<file path="src/rtl/pwm10_pkg.sv">
package pwm10_pkg;
  localparam int EXT_W = 2;
  localparam int PRE_W = 4;

  typedef enum logic [1:0] {
    PS_DIV1   = 2'b00,
    PS_DIV4   = 2'b01,
    PS_DIV16A = 2'b10,
    PS_DIV16B = 2'b11
  } presc_e;

  typedef enum logic [1:0] {
    ADDR_PERIOD  = 2'd0,
    ADDR_DUTY_HI = 2'd1,
    ADDR_CTRL    = 2'd2,
    ADDR_NONE    = 2'd3
  } addr_e;

  // Last prescaler count before a timer increment.
  function automatic logic [PRE_W-1:0] presc_last(input logic [1:0] sel);
    case (sel)
      PS_DIV1: presc_last = 4'd0;
      PS_DIV4: presc_last = 4'd3;
      default: presc_last = 4'd15;
    endcase
  endfunction

  // Extension bits: phase counter at 1:1, low prescaler bits otherwise.
  function automatic logic [EXT_W-1:0] ext_bits(input logic [1:0] sel,
                                                input logic [1:0] phase,
                                                input logic [PRE_W-1:0] pre);
    ext_bits = (sel == PS_DIV1) ? phase : pre[EXT_W-1:0];
  endfunction
endpackage

</file>
<file path="src/rtl/pwm10_regs.sv">
module pwm10_regs
  import pwm10_pkg::*;
#(
  parameter int TMR_W = 8
) (
  input  logic             clk,
  input  logic             rst_n,
  input  logic             wr_en,
  input  logic [1:0]       wr_addr,
  input  logic [TMR_W-1:0] wr_data,
  output logic [TMR_W-1:0] period,
  output logic [TMR_W-1:0] duty_hi,
  output logic [EXT_W-1:0] duty_lo,
  output logic [1:0]       presc,
  output logic             en,
  output logic             ctrl_wr
);
  localparam int EN_BIT = 4;

  assign ctrl_wr = wr_en && (wr_addr == ADDR_CTRL);

  always_ff @(posedge clk or negedge rst_n) begin
    if (!rst_n) begin
      period  <= '0;
      duty_hi <= '0;
      duty_lo <= '0;
      presc   <= PS_DIV1;
      en      <= 1'b0;
    end else if (wr_en) begin
      case (wr_addr)
        ADDR_PERIOD:  period  <= wr_data;
        ADDR_DUTY_HI: duty_hi <= wr_data;
        ADDR_CTRL: begin
          duty_lo <= wr_data[EXT_W-1:0];
          presc   <= wr_data[3:2];
          en      <= wr_data[EN_BIT];
        end
        default: ;
      endcase
    end
  end
endmodule

</file>
<file path="src/rtl/pwm10_timebase.sv">
module pwm10_timebase
  import pwm10_pkg::*;
#(
  parameter int TMR_W = 8
) (
  input  logic                   clk,
  input  logic                   rst_n,
  input  logic                   en,
  input  logic [1:0]             presc,
  input  logic [TMR_W-1:0]       period,
  output logic [TMR_W-1:0]       tmr,
  output logic                   start_evt,
  output logic                   rollover_evt,
  output logic                   adv,
  output logic [TMR_W+EXT_W-1:0] nxt_base,
  output logic                   period_match
);
  logic [1:0]       phase_r, phase_n;
  logic [PRE_W-1:0] pre_r, pre_n, pre_end;
  logic [TMR_W-1:0] tmr_r, tmr_n;
  logic             started_r;
  logic             running, quarter_end, inc;

  assign pre_end     = presc_last(presc);
  assign running     = en && started_r;
  assign quarter_end = (phase_r == 2'd3);
  assign inc         = running && quarter_end && (pre_r == pre_end);
  assign start_evt    = en && !started_r;
  assign rollover_evt = inc && (tmr_r == period);
  assign adv          = running && ((presc == PS_DIV1) || quarter_end);

  always_comb begin
    phase_n = '0;
    pre_n   = '0;
    tmr_n   = '0;
    if (running) begin
      phase_n = phase_r + 2'd1;
      pre_n   = pre_r;
      tmr_n   = tmr_r;
      if (quarter_end) begin
        if (pre_r == pre_end) begin
          pre_n = '0;
          tmr_n = (tmr_r == period) ? '0 : tmr_r + 1'b1;
        end else begin
          pre_n = pre_r + 1'b1;
        end
      end
    end
  end

  assign nxt_base = {tmr_n, ext_bits(presc, phase_n, pre_n)};
  assign tmr      = tmr_r;

  always_ff @(posedge clk or negedge rst_n) begin
    if (!rst_n) begin
      phase_r      <= '0;
      pre_r        <= '0;
      tmr_r        <= '0;
      started_r    <= 1'b0;
      period_match <= 1'b0;
    end else begin
      phase_r      <= phase_n;
      pre_r        <= pre_n;
      tmr_r        <= tmr_n;
      started_r    <= en;
      period_match <= rollover_evt;
    end
  end
endmodule

</file>
<file path="src/rtl/pwm10_duty.sv">
module pwm10_duty #(
  parameter int DUTY_W = 10
) (
  input  logic              clk,
  input  logic              rst_n,
  input  logic              en,
  input  logic              load_evt,
  input  logic [DUTY_W-1:0] staged,
  input  logic              adv,
  input  logic [DUTY_W-1:0] nxt_base,
  output logic              clr_evt,
  output logic [DUTY_W-1:0] duty_active,
  output logic              pwm_out
);
  logic pwm_q;

  assign clr_evt = adv && (nxt_base == duty_active);

  always_ff @(posedge clk or negedge rst_n) begin
    if (!rst_n) begin
      duty_active <= '0;
      pwm_q       <= 1'b0;
    end else if (!en) begin
      pwm_q <= 1'b0;
    end else if (load_evt) begin
      duty_active <= staged;
      pwm_q       <= (staged != '0);
    end else if (clr_evt) begin
      pwm_q <= 1'b0;
    end
  end

  assign pwm_out = pwm_q && en;
endmodule

</file>
<file path="src/rtl/pwm10_gen.sv">
module pwm10_gen
  import pwm10_pkg::*;
#(
  parameter int TMR_W = 8
) (
  input  logic                   clk,
  input  logic                   rst_n,
  input  logic                   wr_en,
  input  logic [1:0]             wr_addr,
  input  logic [TMR_W-1:0]       wr_data,
  output logic                   pwm_out,
  output logic                   period_match,
  output logic [TMR_W+EXT_W-1:0] duty_active
);
  localparam int DUTY_W = TMR_W + EXT_W;

  logic [TMR_W-1:0]  period, duty_hi, tmr;
  logic [EXT_W-1:0]  duty_lo;
  logic [1:0]        presc;
  logic              en, ctrl_wr;
  logic              start_evt, rollover_evt, adv, clr_evt, load_evt;
  logic [DUTY_W-1:0] staged, nxt_base;

  pwm10_regs #(.TMR_W(TMR_W)) u_regs (
    .clk(clk), .rst_n(rst_n), .wr_en(wr_en), .wr_addr(wr_addr),
    .wr_data(wr_data), .period(period), .duty_hi(duty_hi),
    .duty_lo(duty_lo), .presc(presc), .en(en), .ctrl_wr(ctrl_wr)
  );

  assign staged   = {duty_hi, duty_lo};
  assign load_evt = start_evt || rollover_evt;

  pwm10_timebase #(.TMR_W(TMR_W)) u_tb (
    .clk(clk), .rst_n(rst_n), .en(en), .presc(presc), .period(period),
    .tmr(tmr), .start_evt(start_evt), .rollover_evt(rollover_evt),
    .adv(adv), .nxt_base(nxt_base), .period_match(period_match)
  );

  pwm10_duty #(.DUTY_W(DUTY_W)) u_duty (
    .clk(clk), .rst_n(rst_n), .en(en), .load_evt(load_evt),
    .staged(staged), .adv(adv), .nxt_base(nxt_base), .clr_evt(clr_evt),
    .duty_active(duty_active), .pwm_out(pwm_out)
  );
endmodule

</file>
<file path="config.mk">
export PLATFORM = sky130hd
export DESIGN_NAME = pwm10_gen
export DESIGN_NICKNAME = d
export VERILOG_FILES = /design/src/rtl/pwm10_pkg.sv /design/src/rtl/pwm10_regs.sv /design/src/rtl/pwm10_timebase.sv /design/src/rtl/pwm10_duty.sv /design/src/rtl/pwm10_gen.sv
export SDC_FILE = /design/constraint.sdc
export NUM_CORES = 1
export LEC_CHECK = 0
export BUFFER_PORTS_ARGS = -buffer_cell sky130_fd_sc_hd__buf_2
export CAP_MARGIN = 15
export CORE_MARGIN = 1
export CORE_UTILIZATION = 45
export DETAILED_ROUTE_END_ITERATION = 10
export GPL_TIMING_DRIVEN = 0
export HOLD_SLACK_MARGIN = 0.02
export PLACE_DENSITY = 0.65
export SLEW_MARGIN = 20
export SYNTH_ARGS = -nofsm -noshare
export SYNTH_HDL_FRONTEND = slang
export SYNTH_HIERARCHICAL = 1
export SYNTH_SLANG_ARGS = --single-unit
</file>
<file path="constraint.sdc">
create_clock -name clk -period 2.18 [get_ports clk]
set_input_delay 0.218 -clock clk [delete_from_list [all_inputs] [get_ports clk]]
set_output_delay 0.218 -clock clk [all_outputs]
set_load 0.03 [all_outputs]
</file>
== Yosys cells after proc, flatten, opt, wreduce, memory -nomap -nowiden ==
Index checks and enable logic that the tools add are counted.
Word-level totals
  bits in registers: 48
  word-level logic and storage cells: 56
  bits of input ports: 13
  output and inout bits: 12
Cells by class
  muxes and demuxes: 13
  eq/ne operators: 9
  add/subtract/negate cells: 3
  reductions and logical operators: 18
Operators by type and width (count)
  two-way mux 8 bit: 4
  two-way mux 4 bit: 3
  == test 10 bit: 1
  nonzero test 10 bit: 1
  adder 8 x 1 -> 8 bit, second input constant: 1
  == test 8 bit: 1
  logical AND 1 bit: 8
  case mux 4 bit (2 select lines): 1
  AND reduction 2 bit: 4
  adder 4 x 1 -> 4 bit, second input constant: 1
  == test 2 x 1 -> 1 bit, second input constant: 2
  == test 2 bit, second input constant: 2
  == test 4 bit: 1
  zero test 2 bit: 2
  two-way mux 2 bit: 2
  two-way mux 1 bit: 3
  inequality test 3 bit, second input constant: 1
  adder 2 x 1 -> 2 bit, second input constant: 1
  logical OR 1 bit: 2
  inequality test 2 bit, second input constant: 1
  zero test 1 bit: 1

== Longest topological paths before layout ==
  depth after elaboration: 12
  gate-level depth with buffers: 10
  depth with buffers taken out: 10

== Cells and area by module ==
The synthesis kept the hierarchy.
Modules (own cells, without submodules)
  pwm10_timebase: area each 1009.7 µm², seq. area each 400.4 µm², cells an instance 106, times used 1
  pwm10_regs: area each 803.3 µm², seq. area each 525.5 µm², cells an instance 46, times used 1
  pwm10_duty: area each 596.8 µm², seq. area each 275.3 µm², cells an instance 49, times used 1
  pwm10_gen: area each 6.3 µm², seq. area each 0.0 µm², cells an instance 1, times used 1

== Worst setup path before layout ==
No wires, ideal clock.
  path type: reg-to-reg
  from: register u_tb.pre_r[1]
  to: register u_duty.duty_active[0]
  data required time: 2055 ps
  arrival time: 1979 ps
  path buffers: 1
  stages on the path, launching flop included: 9
  path slack: 76 ps
  period minus slack after synthesis: 2104 ps
  setup time: 125 ps
  path through: dfrtp_1 -> and3_1 -> and3_1 -> o21ai_2 -> nor3_1 -> or2_1 -> nand2_1 -> buf_2 -> mux2_2
Between the ends
  longest elaborated chain between the ends: 5
Ends and longest elaborated chain
  start, declared: RTL line pwm10_timebase.sv:19  | logic [PRE_W-1:0] pre_r, pre_n, pre_end;
  start signal, assigned: RTL line pwm10_timebase.sv:63  | pre_r <= pre_n;
  == test 4 bit: RTL line pwm10_timebase.sv:27  | assign inc = running && quarter_end && (pre_r == pre_end);
  logical AND 1 bit: RTL line pwm10_timebase.sv:27
  logical AND 1 bit: RTL line pwm10_timebase.sv:29  | assign rollover_evt = inc && (tmr_r == period);
  via rollover_evt: RTL line pwm10_gen.sv:21  | logic start_evt, rollover_evt, adv, clr_evt, load_evt;
  logical OR 1 bit: RTL line pwm10_gen.sv:31  | assign load_evt = start_evt || rollover_evt;
  via load_evt: RTL line pwm10_gen.sv:21
  AND reduction 2 bit (no source line)
  end signal, assigned: RTL line pwm10_duty.sv:26  | duty_active <= staged;
  end, declared: RTL line pwm10_duty.sv:12  | output logic [DUTY_W-1:0] duty_active,
The timed path passes the listed nets, and every way through them passes these cells.
A chain may end at the register's enable or synchronous reset.

== Worst setup path in the final report ==
  from: register u_tb.pre_r[2]
  to: register u_duty.pwm_q
Between the ends
  elaborated cells between the ends (all ways): 16
  those cells by class: 3 x eq/ne; 9 x mux; 4 x reduce/logical
RTL lines
  == test 4 bit: RTL line pwm10_timebase.sv:41  | if (pre_r == pre_end) begin
  two-way mux 8 bit: RTL line pwm10_timebase.sv:41
  two-way mux 8 bit: RTL line pwm10_timebase.sv:40  | if (quarter_end) begin
  two-way mux 8 bit: RTL line pwm10_timebase.sv:36  | if (running) begin
  via nxt_base[7]: RTL line pwm10_gen.sv:22  | logic [DUTY_W-1:0] staged, nxt_base;
  == test 10 bit: RTL line pwm10_duty.sv:17  | assign clr_evt = adv && (nxt_base == duty_active);
  logical AND 1 bit: RTL line pwm10_duty.sv:17
  inequality test 3 bit (no source line)
  end signal, assigned: RTL line pwm10_duty.sv:27  | pwm_q <= (staged != '0);
  end, declared: RTL line pwm10_duty.sv:15  | logic pwm_q;
The timed path passes the listed nets, and every way through them passes these cells. The select of a mux whose other input is x is not followed.

==> out/metrics.csv <==
stage,metric,value,unit
run_status,status,"complete, but fails checks",
run_status,violations,setup timing,
power,p_seq_share,46.0,%
global_routing,grt_first_pass_wirelength,8650,um
worst_setup_path,cp.required,2.34,ns
power,power_density,907,nW/um^2
global_routing,antenna_found_initial,0,
sta,period_needed,2.26,ns
drt,detail-route-antenna-nets,0,
cts,cts_root_buf,clkbuf_8,
sta,rsz0062_at_grt,true,
worst_setup_path,worst-r2r-setup-slack,-0.08,ns
drt,drt_iter0_drc,111,
global_routing,grt.total_usage,21.5,%
sta,slew_viol_final,0,
worst_setup_path,critPathMaxFanout,6,
worst_setup_path,slowest_delay,0.42,ns
power,ir_worst_vdd,0.710,mV
worst_setup_path,cp_top_family,compound AO/OA/AOI/OAI gates,
cts,clkTransAtPathRegs,0.09,ns
floorplanning,coreArea,5110,um^2
global_routing,grt_max_degree,49,
hold_path,hold_class,in2reg,
worst_setup_path,path_class,reg2reg,
worst_setup_path,start_kind,flop,
drt,num_vias,1730,
synth,syn-num-nets,211,
synth,postSynthAreaPerCell,12.2,um^2
worst_setup_path,regToRegEndpoint,u_duty/pwm_q,
layout,nNetsFinal,265,
worst_setup_path,crit_arrival,2.42,ns
layout,final_common_cell,dfrtp_1,
drt,drcViolationCount,0,
floorplanning,die_w,74.7,um
worst_setup_path,timing.rr.start,u_tb/pre_r[2],
placement,dp_hpwl,3560,um
power,p_int,1.78,mW
worst_setup_path,crit_cells,8,
sta,max_freq,442,MHz
placement,dpl_cell_area,2590,um^2
global_routing,grt_overflow,0,
sta,setup_ws,-0.0842,ns
sta,final-setup-viol-count,11,
placement,numPortBuffers,24,
layout,fin_area,3000,um^2
sta,worst_pin_slew,0.597,ns
synth,synth_warnings,6,
floorplanning,std_cell_rows,26,
worst_setup_path,endpoint,u_duty/pwm_q,
global_routing,grt_pass1_vias,1700,
cts,tritoncts,yes,
power,comb_power_share,30.8,%
placement,gp_congestion,0.840,
sta,tns,-0.609,ns
floorplanning,pin_count,25,
worst_setup_path,critPathBufInv,0,
cts,cts_sinks,48,
floorplanning,dieArea,5590,um^2
layout,drive_gt1_share,46.8,%
cts,clk_latency,0.30,ns
power,switching_share,34.5,%
power,total_power,2.72,mW
cts,clockBufferDepth,2,
worst_setup_path,r2r_cells,8,
layout,antenna_cells,0,
synth,synthCells,195,
drt,drt_wl_total,5480,um
worst_setup_path,path_cells,or3_4 -> a21oi_4 -> o21ai_4 -> nand2b_4 -> o22ai_2 -> xor2_1 -> o31ai_1 -> o211ai_1,
drt,wl_per_cell,17.1,um
sta,hold_viol,0,
layout,syn_to_final_growth,25.9,%
power,clockPowerShare,23.2,%
layout,most-common-layout-cells,"dfrtp_1 (45), mux2_2 (31), buf_2 (24)",
sta,slew_headroom,60.2,%
power,p_leak,1.33,nW
layout,fillers,428,
worst_setup_path,cp_slowest_cell,dfrtp_1,
synth,syn-cell-area,2380,um^2
sta,period_share,104,%
drt,vias_per_cell,5.41,
worst_setup_path,endpoint_kind,flop,
floorplanning,start_util,46.6,%
cts,cts_buffers,5,
flow_run,max_cap_violations,0,
drt,drtPass1Iterations,4,
power,p_sw,0.937,mW
cts,htreeDepth,2,
floorplanning,fp.dieH,74.7,um
worst_setup_path,crit_start,u_tb/pre_r[2],
sta,skew,0.00933,ns
state kept, by name, indices dropped and copies added (netlist names):
name / cells
u_duty/duty_active: 10
u_regs/duty_hi: 8
u_regs/period: 8
u_tb/tmr: 8
u_tb/pre_r: 4
u_regs/duty_lo: 2
u_regs/presc: 2
u_tb/phase_r: 2
u_duty/pwm_q: 1
u_regs/en: 1
u_tb/period_match: 1
u_tb/started_r: 1
per-layer routing:
| metal | track usage (%) | vias up | part of all wire, % |
|---|---|---|---|
| li1 | - | 822 | - |
| met1 | 29.2 | 861 | 46 |
| met2 | 35.1 | 40 | 50 |
| met3 | 4.42 | 7 | 3.1 |
| met4 | 6.08 | 0 | 1.0 |
| met5 | 0 | - | 0 |
worst register-to-register path: cells and delay by family (launching register included):
kind | cells | cell delay (ns)
xor gates and xnor gates | 1 | 0.12
and+or+nand+nor | 2 | 0.63
DFF | 1 | 0.42
AOI/OAI and AO/OA | 5 | 0.97
cell type report:
type / count / area (um^2) / share of cell area, %
multi-input cells: 144 / 1280 / 42.6
flip-flops and latches: 48 / 1200 / 40.2
repair buffers: 45 / 290 / 9.69
well taps: 70 / 87.6 / 2.92
clock buffers: 6 / 72.6 / 2.42
clock inverters: 2 / 35.0 / 1.17
plain buffers: 4 / 25.0 / 0.835
inverters: 1 / 3.75 / 0.125
per-stage QoR:
stage	utilization [%]	worst slack [ns]	instances	hold WS, ns
6_report	58.7	-0.0842	320	0.177
3_5_place_dp	50.7	-0.251	289	0.471
4_1_cts	57.1	-0.0397	314	0.146
3_3_place_gp	50.7	-0.251	289	0.456
5_1_grt	58.7	-0.240	320	0.175
2_1_floorplan	-	0.0764	195	-0.0776
power by group through the flow:
stage	Clock, mW	Combinational (mW)	Sequential, mW
3_3_place_gp	0	0.759	1.26
3_5_place_dp	0	0.772	1.27
2_1_floorplan	0	0.376	1.40
6_report	0.632	0.837	1.25
4_1_cts	0.646	0.823	1.25
5_1_grt	0.682	0.897	1.28
what timing repair did:
action | 4_1_cts | 5_1_grt
pin swaps | 7 | 4
hold endpoints to repair | 0 | 48
hold buffers | 0 | 1
buffers inserted | 14 | 5
resized for setup | 21 | 8
gates cloned | 3 | 0
setup endpoints to repair | 10 | 10
worst min-delay path by stage:
| stage | from | to | cells past startpoint |
|---|---|---|---|
| after floorplan | rst_n | u_duty/duty_active[0] | 0 |
| final | wr_data[5] | u_regs/period[5] | 2 |
| after detailed placement | rst_n | u_tb/pre_r[2] | 1 |
| after global routing | wr_data[7] | u_regs/duty_hi[7] | 2 |
| after global placement | u_tb/phase_r[0] | u_tb/phase_r[0] | 1 |
| after CTS | rst_n | u_tb/pre_r[2] | 1 |
(Power assumes the default switching activity.)
